===== config.mk =====
export PLATFORM = sky130hd
export DESIGN_NAME = rom_search_responder
export DESIGN_NICKNAME = d
export VERILOG_FILES = /design/src/rtl/rom_search_pkg.sv /design/src/rtl/search_datapath.sv /design/src/rtl/search_ctrl.sv /design/src/rtl/rom_search_responder.sv
export SDC_FILE = /design/constraint.sdc
export NUM_CORES = 1
export LEC_CHECK = 0
export ABC_AREA = 0
export BUFFER_PORTS_ARGS = -buffer_cell sky130_fd_sc_hd__buf_2
export CAP_MARGIN = 40
export CORE_MARGIN = 4
export CORE_UTILIZATION = 50
export DETAILED_ROUTE_END_ITERATION = 10
export PLACE_DENSITY = 0.77
export RECOVER_POWER = 100
export SYNTH_ARGS = -nofsm -noshare
export SYNTH_HDL_FRONTEND = slang
export SYNTH_SLANG_ARGS = --single-unit

===== constraint.sdc =====
create_clock -name clk -period 6.4 [get_ports clk]
set_clock_uncertainty 0.2 [all_clocks]
set_input_delay 1.28 -clock clk [delete_from_list [all_inputs] [get_ports clk]]
set_output_delay 1.28 -clock clk [all_outputs]
set_load 0.02 [all_outputs]

===== src/rtl/rom_search_pkg.sv =====
package rom_search_pkg;
  typedef enum logic [1:0] {
    ST_CMD    = 2'd0,
    ST_SEARCH = 2'd1,
    ST_PIO    = 2'd2,
    ST_OFF    = 2'd3
  } respState_t;

  typedef enum logic [1:0] {
    PH_TRUE = 2'd0,
    PH_COMP = 2'd1,
    PH_WAIT = 2'd2
  } bitPhase_t;

  typedef struct packed {
    logic clrCnt;
    logic incCnt;
    logic shiftCmd;
  } dpCtl_t;
endpackage


===== src/rtl/search_datapath.sv =====
module search_datapath
  import rom_search_pkg::*;
#(
  parameter int ROM_BITS = 64,
  parameter logic [ROM_BITS-1:0] ROM_ID = '0,
  parameter logic [7:0] SEARCH_CMD = 8'hF0,
  localparam int CNT_W = $clog2(ROM_BITS)
) (
  input  logic   clk,
  input  logic   rst_n,
  input  dpCtl_t dpCtl,
  input  logic   writeBit,
  output logic   romBit,
  output logic   lastBit,
  output logic   cmdLast,
  output logic   cmdMatch
);
  logic [CNT_W-1:0] bitCnt;
  logic [7:0] cmdReg;
  logic [7:0] cmdNext;

  always_ff @(posedge clk or negedge rst_n) begin
    if (!rst_n) begin
      bitCnt <= '0;
      cmdReg <= '0;
    end else begin
      if (dpCtl.clrCnt) bitCnt <= '0;
      else if (dpCtl.incCnt) bitCnt <= bitCnt + 1'b1;
      if (dpCtl.shiftCmd) cmdReg <= cmdNext;
    end
  end

  always_comb begin
    cmdNext  = {writeBit, cmdReg[7:1]};
    romBit   = ROM_ID[bitCnt];
    lastBit  = (bitCnt == CNT_W'(ROM_BITS - 1));
    cmdLast  = (bitCnt == CNT_W'(7));
    cmdMatch = (cmdNext == SEARCH_CMD);
  end
endmodule


===== src/rtl/search_ctrl.sv =====
module search_ctrl
  import rom_search_pkg::*;
(
  input  logic       clk,
  input  logic       rst_n,
  input  logic       busReset,
  input  logic       readSlot,
  input  logic       writeSlot,
  input  logic       writeBit,
  input  logic       pioIn,
  input  logic       romBit,
  input  logic       lastBit,
  input  logic       cmdLast,
  input  logic       cmdMatch,
  output dpCtl_t     dpCtl,
  output respState_t curState,
  output logic       pullLow
);
  respState_t nextState;
  bitPhase_t  phase, nextPhase;
  logic       wrEvent;
  logic       driveLow;

  assign wrEvent = writeSlot && !readSlot;

  always_ff @(posedge clk or negedge rst_n) begin
    if (!rst_n) begin
      curState <= ST_CMD;
      phase    <= PH_TRUE;
    end else begin
      curState <= nextState;
      phase    <= nextPhase;
    end
  end

  always_comb begin
    nextState = curState;
    nextPhase = phase;
    dpCtl     = '0;
    if (busReset) begin
      nextState    = ST_CMD;
      nextPhase    = PH_TRUE;
      dpCtl.clrCnt = 1'b1;
    end else if (readSlot) begin
      if (curState == ST_SEARCH) begin
        if (phase == PH_TRUE) nextPhase = PH_COMP;
        else if (phase == PH_COMP) nextPhase = PH_WAIT;
      end
    end else if (wrEvent) begin
      unique case (curState)
        ST_CMD: begin
          dpCtl.shiftCmd = 1'b1;
          if (cmdLast) begin
            dpCtl.clrCnt = 1'b1;
            nextPhase    = PH_TRUE;
            nextState    = cmdMatch ? ST_SEARCH : ST_OFF;
          end else begin
            dpCtl.incCnt = 1'b1;
          end
        end
        ST_SEARCH: begin
          if (writeBit != romBit) begin
            nextState = ST_OFF;
          end else if (lastBit) begin
            nextState = ST_PIO;
          end else begin
            dpCtl.incCnt = 1'b1;
            nextPhase    = PH_TRUE;
          end
        end
        default: ;
      endcase
    end
  end

  always_comb begin
    driveLow = 1'b0;
    unique case (curState)
      ST_SEARCH: begin
        if (phase == PH_TRUE) driveLow = !romBit;
        else if (phase == PH_COMP) driveLow = romBit;
      end
      ST_PIO:  driveLow = !pioIn;
      default: driveLow = 1'b0;
    endcase
  end

  assign pullLow = readSlot && !busReset && driveLow;
endmodule


===== src/rtl/rom_search_responder.sv =====
module rom_search_responder
  import rom_search_pkg::*;
#(
  parameter int ROM_BITS = 64,
  parameter logic [ROM_BITS-1:0] ROM_ID = 64'hA5C3_0F1E_7B29_4D86,
  parameter logic [7:0] SEARCH_CMD = 8'hF0
) (
  input  logic clk,
  input  logic rst_n,
  input  logic busReset,
  input  logic readSlot,
  input  logic writeSlot,
  input  logic writeBit,
  input  logic pioIn,
  output logic pullLow
);
  dpCtl_t     dpCtl;
  respState_t curState;
  logic romBit, lastBit, cmdLast, cmdMatch;

  search_datapath #(
    .ROM_BITS(ROM_BITS), .ROM_ID(ROM_ID), .SEARCH_CMD(SEARCH_CMD)
  ) u_dp (
    .clk(clk), .rst_n(rst_n), .dpCtl(dpCtl), .writeBit(writeBit),
    .romBit(romBit), .lastBit(lastBit), .cmdLast(cmdLast), .cmdMatch(cmdMatch)
  );

  search_ctrl u_ctrl (
    .clk(clk), .rst_n(rst_n), .busReset(busReset), .readSlot(readSlot),
    .writeSlot(writeSlot), .writeBit(writeBit), .pioIn(pioIn),
    .romBit(romBit), .lastBit(lastBit), .cmdLast(cmdLast), .cmdMatch(cmdMatch),
    .dpCtl(dpCtl), .curState(curState), .pullLow(pullLow)
  );
endmodule


==> summary.md, run 1 <==
| Metric | Value |
|---|---|
| GRT overflow | `0` |
| Initial DRC Count | `36` |
| Worst-margin pin slew | `between 0.9 and 1 ns` |
| Port bufs | `7` |
| Die Ht | `58.9 µm` |
| WL final | `roughly 2400 µm` |
| Crit path kind | `reg -> out` |
| Skew-Pair Late Insertion Delay | `0.28 ns` |
| I/O pin count | `8` |
| Min-delay worst type | `reg -> reg` |
| CTS Sinks | `17` |
| Multi-input logic area | `733 µm²` |
| Longest Clk Path Bufs | `2` |
| TritonCTS buffer count | `3` |
| # rows | `18` |
| Synth Area in Simple Gates | `0.179` |
| Sequential cell area fraction in the yosys report | `0.328` |
| Tmin final | `around 4.6 ns` |
| Initial core utilization | `0.524` |
| Resize count post-CTS | `0` |
| Share of cells above drive strength 1 | `0.168` |
| Critical Path Max Stage Delay | `~0.58 ns` |
| Max cap viols | `0` |
| Post-Syn Area | `1300 µm²` |
| Synthesized Nets | `~150` |
| Register Area | `425 µm²` |
| Fin. max-slew vios | `0` |
| Remaining antenna violation count after routing | `0` |
| CP Data Required Time | `4.92 ns` |
| # Post-CTS Setup Buffers | `0` |
| Fill cells | `244` |
| Status | `completed` |
| # nets final | `156` |
| Post-Synth Adder-Cell Area | `0.106` |
| First-pass GRT wire length | `4350 µm` |
| Largest family of logic cells by synthesized area | `compound AO/OA/AOI/OAI gates` |
| Core area | `between 2000 and 2500 µm²` |
| F_max | `217 MHz` |
| Post-Route Setup TNS | `0 ns` |
| Largest net degree at the start of global routing | `18` |
| Synth Area in Compound Gates | `0.188` |
| Mapped Cells | `131` |
| Startpoint Class | `register` |
| Die area | `3470 µm²` |
| Die width | `roughly 59 µm` |
| Avg Cell Area, Syn | `just under 10 µm²` |
| Hold Buf Count CTS | `0` |
| Critical-path cell list | `inv_1, ha_1, mux4_2, a211oi_1, nor2_1, xnor2_1, a21oi_1, nor3_1, clkbuf_1` |
| Reg2reg path depth | `8` |
| Critical-path maximum fanout | `11` |
| CP Data Arrival Time | `3.12 ns` |
| XOR/XNOR Fraction of Synth Area | `0.0135` |
| Hold Path Depth | `1` |
| Number of global-route vias before repair | `1055` |
| Worst slew margin | `0.370` |
| RSZ-0062 raised after global routing | `no` |
| DR WL/cell | `14.4 µm` |
| Clock slew seen by the registers of the worst setup and hold paths | `0.09 ns` |
| Routability Congestion | `0.842` |
| Clk root buf | `clkbuf_4` |
| Area Overhead vs Synth | `0.0968%` |
| CTS tree | `done` |
| HPWL after detailed placement | `between 1500 and 2000 µm` |
| Endpoint class of the critical path | `primary output` |
| Power, Total | `0.000237 W` |
| Drt pass-1 iters | `4` |
| #FFs+latches synth | `17` |
| Number of vias per cell | `5.96` |
| Setup-failing EPs final | `0` |
| Via Count | `between 900 and 1k` |
| Leak | `roughly 0.55 nW` |
| Power per Cell Area | `~180 nW/µm²` |
| # H-tree levels | `1` |
| # diodes | `0` |
| Mux share of post-synthesis cell area | `0.0945` |
| Hold violation total from the final report | `0` |
| Slowest cell on crit path | `dfrtp_1` |
| Initial antenna violation count | `0` |
| Global Route Usage Sum | `0.161` |
| Worst hold slack | `about 0.34 ns` |
| Tcrit/Tclk final | `0.719` |
| Yosys warns | `0` |
| Max VDD drop | `around 0.2 mV` |
| DRC | `0` |
| Synth cell types | `46` |
-- power by group --
part	switching, W	internal (W)	total [W]
Combinational	0.0000192	0.0000221	0.0000414
Sequential	0.0000148	0.000126	0.000141
Clock	0.0000306	0.0000242	0.0000548
Total	0.0000647	0.000172	0.000237
-- path summary, 6_finish.rpt --
kind	to	slack, ns	from
max	pullLow	1.80	u_dp.bitCnt[0]
min	u_dp.cmdReg[2]	0.34	u_dp.cmdReg[2]
max reg2reg	u_dp.bitCnt[3]	2.76	u_dp.bitCnt[0]
min reg2reg	u_dp.cmdReg[2]	0.34	u_dp.cmdReg[2]
max in group asynchronous	u_dp.bitCnt[1]	4.59	rst_n
min in group asynchronous	u_dp.cmdReg[2]	0.88	rst_n
-- critical path, delay by kind of cell (launching register included) --
family	cells	cell delay, ns
and+or+nand+nor	2	0.34
AOI/OAI and AO/OA	2	0.54
buffers and inverters	2	0.42
xor gates and xnor gates	1	0.15
DFF	1	0.58
muxes	1	0.48
adders and majority gates	1	0.34
-- layout by cell type (no fill, tap or decap), types with 3 or more instances in the layout --
cell      count
nand2_1      11
dfrtp_1      17
a21oi_1       6
nand3_1       6
inv_1        12
a31oi_1       3
nor3_1        5
buf_2         4
nor2b_1       5
mux2_2        7
nor2_1        7
clkbuf_1      4
clkbuf_4      3
ha_1         11
-- layout make-up --
class                   instances  share of cell area
multi-input cells              97               0.565
repair buffers                  7              0.0241
flip-flops and latches         17               0.328
inverters                      12              0.0347
well taps                      30              0.0289
clock buffers                   4              0.0202
-- per-layer routing --
| layer | up-vias | GRT usage | share of wire |
|---|---|---|---|
| li1 | 482 | - | - |
| met1 | 489 | 0.194 | 0.43 |
| met2 | 20 | 0.293 | 0.53 |
| met3 | 4 | 0.0197 | 0.030 |
| met4 | 0 | 0.0550 | 0.010 |
| met5 | - | 0 | 0 |
-- metrics by stage --
stage / cell area [µm²] / utilization / cells / setup WS, ns
2_1_floorplan: 1300 / - / 131 / 2.47
3_3_place_gp: 1300 / 0.524 / 163 / 2.47
3_5_place_dp: 1300 / 0.524 / 163 / 2.31
4_1_cts: 1320 / 0.534 / 167 / 1.98
5_1_grt: 1300 / 0.524 / 167 / 1.46
6_report: 1300 / 0.524 / 167 / 1.80
-- synthesized netlist by cell type (all sizes together) --
library cell | number | area (µm²)
dfrtp | 17 | 425
inv | 12 | 45.0
ha | 11 | 138
nand2 | 11 | 41.3
mux2 | 8 | 90.1
nor2 | 7 | 26.3
a21oi | 6 | 30.0
nand3 | 6 | 30.0
nor2b | 5 | 31.3
nor3 | 5 | 25.0
a21o | 3 | 25.0
a31oi | 3 | 33.8
a211oi | 2 | 20.0
buf | 2 | 22.5
clkbuf | 2 | 17.5
nor4 | 2 | 12.5
o21ai | 2 | 10.0
or3 | 2 | 22.5
xnor2 | 2 | 17.5
a2111oi | 1 | 8.76
a21bo | 1 | 10.0
a221oi | 1 | 8.76
a22oi | 1 | 7.51
a311oi | 1 | 8.76
a41o | 1 | 10.0
a41oi | 1 | 8.76
and2 | 1 | 7.51
and2b | 1 | 8.76
and3 | 1 | 7.51
bufbuf | 1 | 32.5
mux2i | 1 | 10.0
mux4 | 1 | 22.5
nand2b | 1 | 6.26
nand3b | 1 | 7.51
o211ai | 1 | 7.51
o21a | 1 | 7.51
o21bai | 1 | 7.51
o221a | 1 | 11.3
o311a | 1 | 10.0
o31ai | 1 | 7.51
o41a | 1 | 11.3
or2 | 1 | 6.26
-- flip-flops by register name, summed over array words and instances (netlist names) --
name,count
u_dp.cmdReg,7
u_dp.bitCnt,6
u_ctrl.curState,2
u_ctrl.phase,2
-- cell families after synthesis --
family	Yosys count
xor+xnor	2
simple gates	44
fa+ha+maj	11
compound gates	30
mux	10
buf+inv	17
flops	17
No activity file was read; power rests on OpenSTA's default activity.
==> run 2: changes to the inputs <==
- PLACE_DENSITY: 0.77 -> 0.79
- clock period: 6.4 -> 4.01 ns (I/O delays scaled with it)
==> summary.md, run 2 (same netlist as run 1, synthesis figures left out) <==
| Metric | Value |
|---|---|
| Sw Pwr | `between 0.0001 and 0.00015 W` |
| # nets final | `156` |
| Power per Cell Area | `292 nW/µm²` |
| Reg2reg path depth | `8` |
| Longest Clk Path Bufs | `2` |
| Clk root buf | `clkbuf_4` |
| Initial antenna violation count | `0` |
| Fill cells | `231` |
| FF-to-FF Start | `u_dp.bitCnt[0]` |
| Core area | `2480 µm²` |
| Fin. max-slew vios | `0` |
| Max FFs per register | `7` |
| Logic pwr share | `0.178` |
| Setup-failing EPs final | `0` |
| Area Overhead vs Synth | `0.771%` |
| Routability Congestion | `0.839` |
| Reg power frac | `0.586` |
| Stages on worst setup path | `9` |
| GRT overflow | `0` |
| Crit path max-delay family | `multiplexers` |
| Slowest cell on crit path | `mux4_2` |
| CTS Sinks | `17` |
| Reg with most FFs | `u_dp.cmdReg` |
| Port bufs | `7` |
| Endpoint class of the critical path | `primary output` |
| Max cap viols | `0` |
| # H-tree levels | `1` |
| Clock Power Share | `0.236` |
| Critical Path Max Stage Delay | `0.49 ns` |
| Skew-Pair Late Insertion Delay | `0.29 ns` |
| CP Data Arrival Time | `2.74 ns` |
| Share of cells above drive strength 1 | `0.204` |
| I/O pin count | `8` |
| CP Data Required Time | `3.01 ns` |
| Commonest non-fill, non-tap cell in the layout | `dfrtp_1` |
| HPWL after detailed placement | `between 1500 and 2000 µm` |
| WL final | `2450 µm` |
| # Post-CTS Setup Buffers | `0` |
| Via Count | `between 1k and 1.5k` |
| CP startpoint | `u_dp.bitCnt[0]` |
| DR WL/cell | `14.7 µm` |
| Global Route Usage Sum | `0.160` |
| Hold Buf Count CTS | `0` |
| Die width | `approximately 60 µm` |
| CP bufs+invs | `2` |
| Hold Path Depth | `1` |
| Number of global-route vias before repair | `966` |
| DRC | `0` |
| Leak | `between 0.5 and 0.6 nW` |
| F_max | `268 MHz` |
| Startpoint Class | `register` |
| Die Ht | `58.9 µm` |
| CTS tree | `done` |
| # diodes | `0` |
| Remaining antenna violation count after routing | `0` |
| Post-Route Setup TNS | `0 ns` |
| Crit path kind | `reg -> out` |
| Hold violation total from the final report | `0` |
| Number of vias per cell | `~6.1` |
| Switching share of power | `0.280` |
| Largest net degree at the start of global routing | `18` |
| Initial core utilization | `0.524` |
| Status | `completed` |
| Clock slew seen by the registers of the worst setup and hold paths | `around 0.10 ns` |
| Setup WS post-layout | `0.273 ns` |
| Cell Int Power | `0.000275 W` |
| Largest registers | `u_dp.cmdReg x7, u_dp.bitCnt x6` |
| Placement Setup Slack | `0.487 ns` |
| Initial DRC Count | `56` |
| Worst slew margin | `0.348` |
| Min-delay worst type | `reg -> reg` |
| First-pass GRT wire length | `4310 µm` |
| Resize count post-CTS | `0` |
| Die area | `around 3500 µm²` |
| Tcrit/Tclk final | `0.932` |
| Hold path start | `u_dp.cmdReg[1]` |
| Max VDD drop | `0.282 mV` |
| RSZ-0062 raised after global routing | `no` |
| Drt pass-1 iters | `4` |
| # rows | `18` |
| TritonCTS buffer count | `3` |
| Worst-margin pin slew | `0.973 ns` |
| Critical-path cell list | `inv_1, ha_1, mux4_2, a211oi_2, nor2_1, xnor2_1, a21oi_1, nor3_1, clkbuf_2` |
| Most frequent cells in the layout | `dfrtp_1, inv_1, nand2_1, ha_1, mux2_2` |
| Tmin final | `about 3.7 ns` |
| Critical-path maximum fanout | `11` |
[run 2: cell types whose count changed in the layout (fill, tap and decap cells not counted), sizes merged]
cell / before / now
clkbuf: 7 / 6
clkinv: 0 / 1
[run 2: power by group through the flow]
stage | clock, W | combinational, W | sequential (W)
floorplan | 0 | 0.0000562 | 0.000220
global placement | 0 | 0.0000660 | 0.000225
detailed placement | 0 | 0.0000698 | 0.000227
CTS | 0.0000927 | 0.0000700 | 0.000223
global route | 0.000100 | 0.0000778 | 0.000228
finish | 0.0000903 | 0.0000680 | 0.000224
[run 2: final cells by class]
type / instances / area, µm² / area share
multi-input cells: 97 / 738 / 0.565
flip-flops and latches: 17 / 427 / 0.326
inverters: 12 / 45.0 / 0.0344
well taps: 30 / 37.5 / 0.0287
repair buffers: 7 / 32.5 / 0.0249
clock buffers: 3 / 22.5 / 0.0172
clock inverters: 1 / 5.00 / 0.00383
[run 2: worst reg2reg max path, stage by stage (launching register included)]
cell and delay (ns):
dfrtp_2 0.48, inv_1 0.11, ha_1 0.34, mux4_2 0.49, a211oi_2 0.34, nand2_1 0.09
a31oi_1 0.79, a311oi_1 0.21, a41o_1 0.25
[run 2: routing by layer]
metal	vias up	wire, µm	global-route usage
met3	4	98	0.0197
met1	500	1150	0.225
met2	24	1190	0.265
met4	0	13	0.0324
li1	484	-	-
met5	-	0	0
[run 2: path summary, 6_finish.rpt]
path | endpoint | slack (ns)
setup / recovery | pullLow | 0.27
hold / removal | u_dp.cmdReg[1] | 0.33
setup reg to reg | u_dp.bitCnt[3] | 0.61
hold reg to reg | u_dp.cmdReg[1] | 0.33
max in group asynchronous | u_dp.bitCnt[0] | 2.58
min in group asynchronous | u_dp.cmdReg[7] | 0.41
[run 2: metrics by stage]
step	instances	instance area, µm²	power [W]	util	hold WS [ns]
after global placement	163	1300	0.000291	0.524	0.298
after global routing	167	1310	0.000406	0.528	0.362
after CTS	167	1330	0.000386	0.535	0.222
final	167	1310	0.000382	0.528	0.328
after detailed placement	163	1300	0.000297	0.524	0.302
after floorplan	131	1300	0.000276	-	0.283
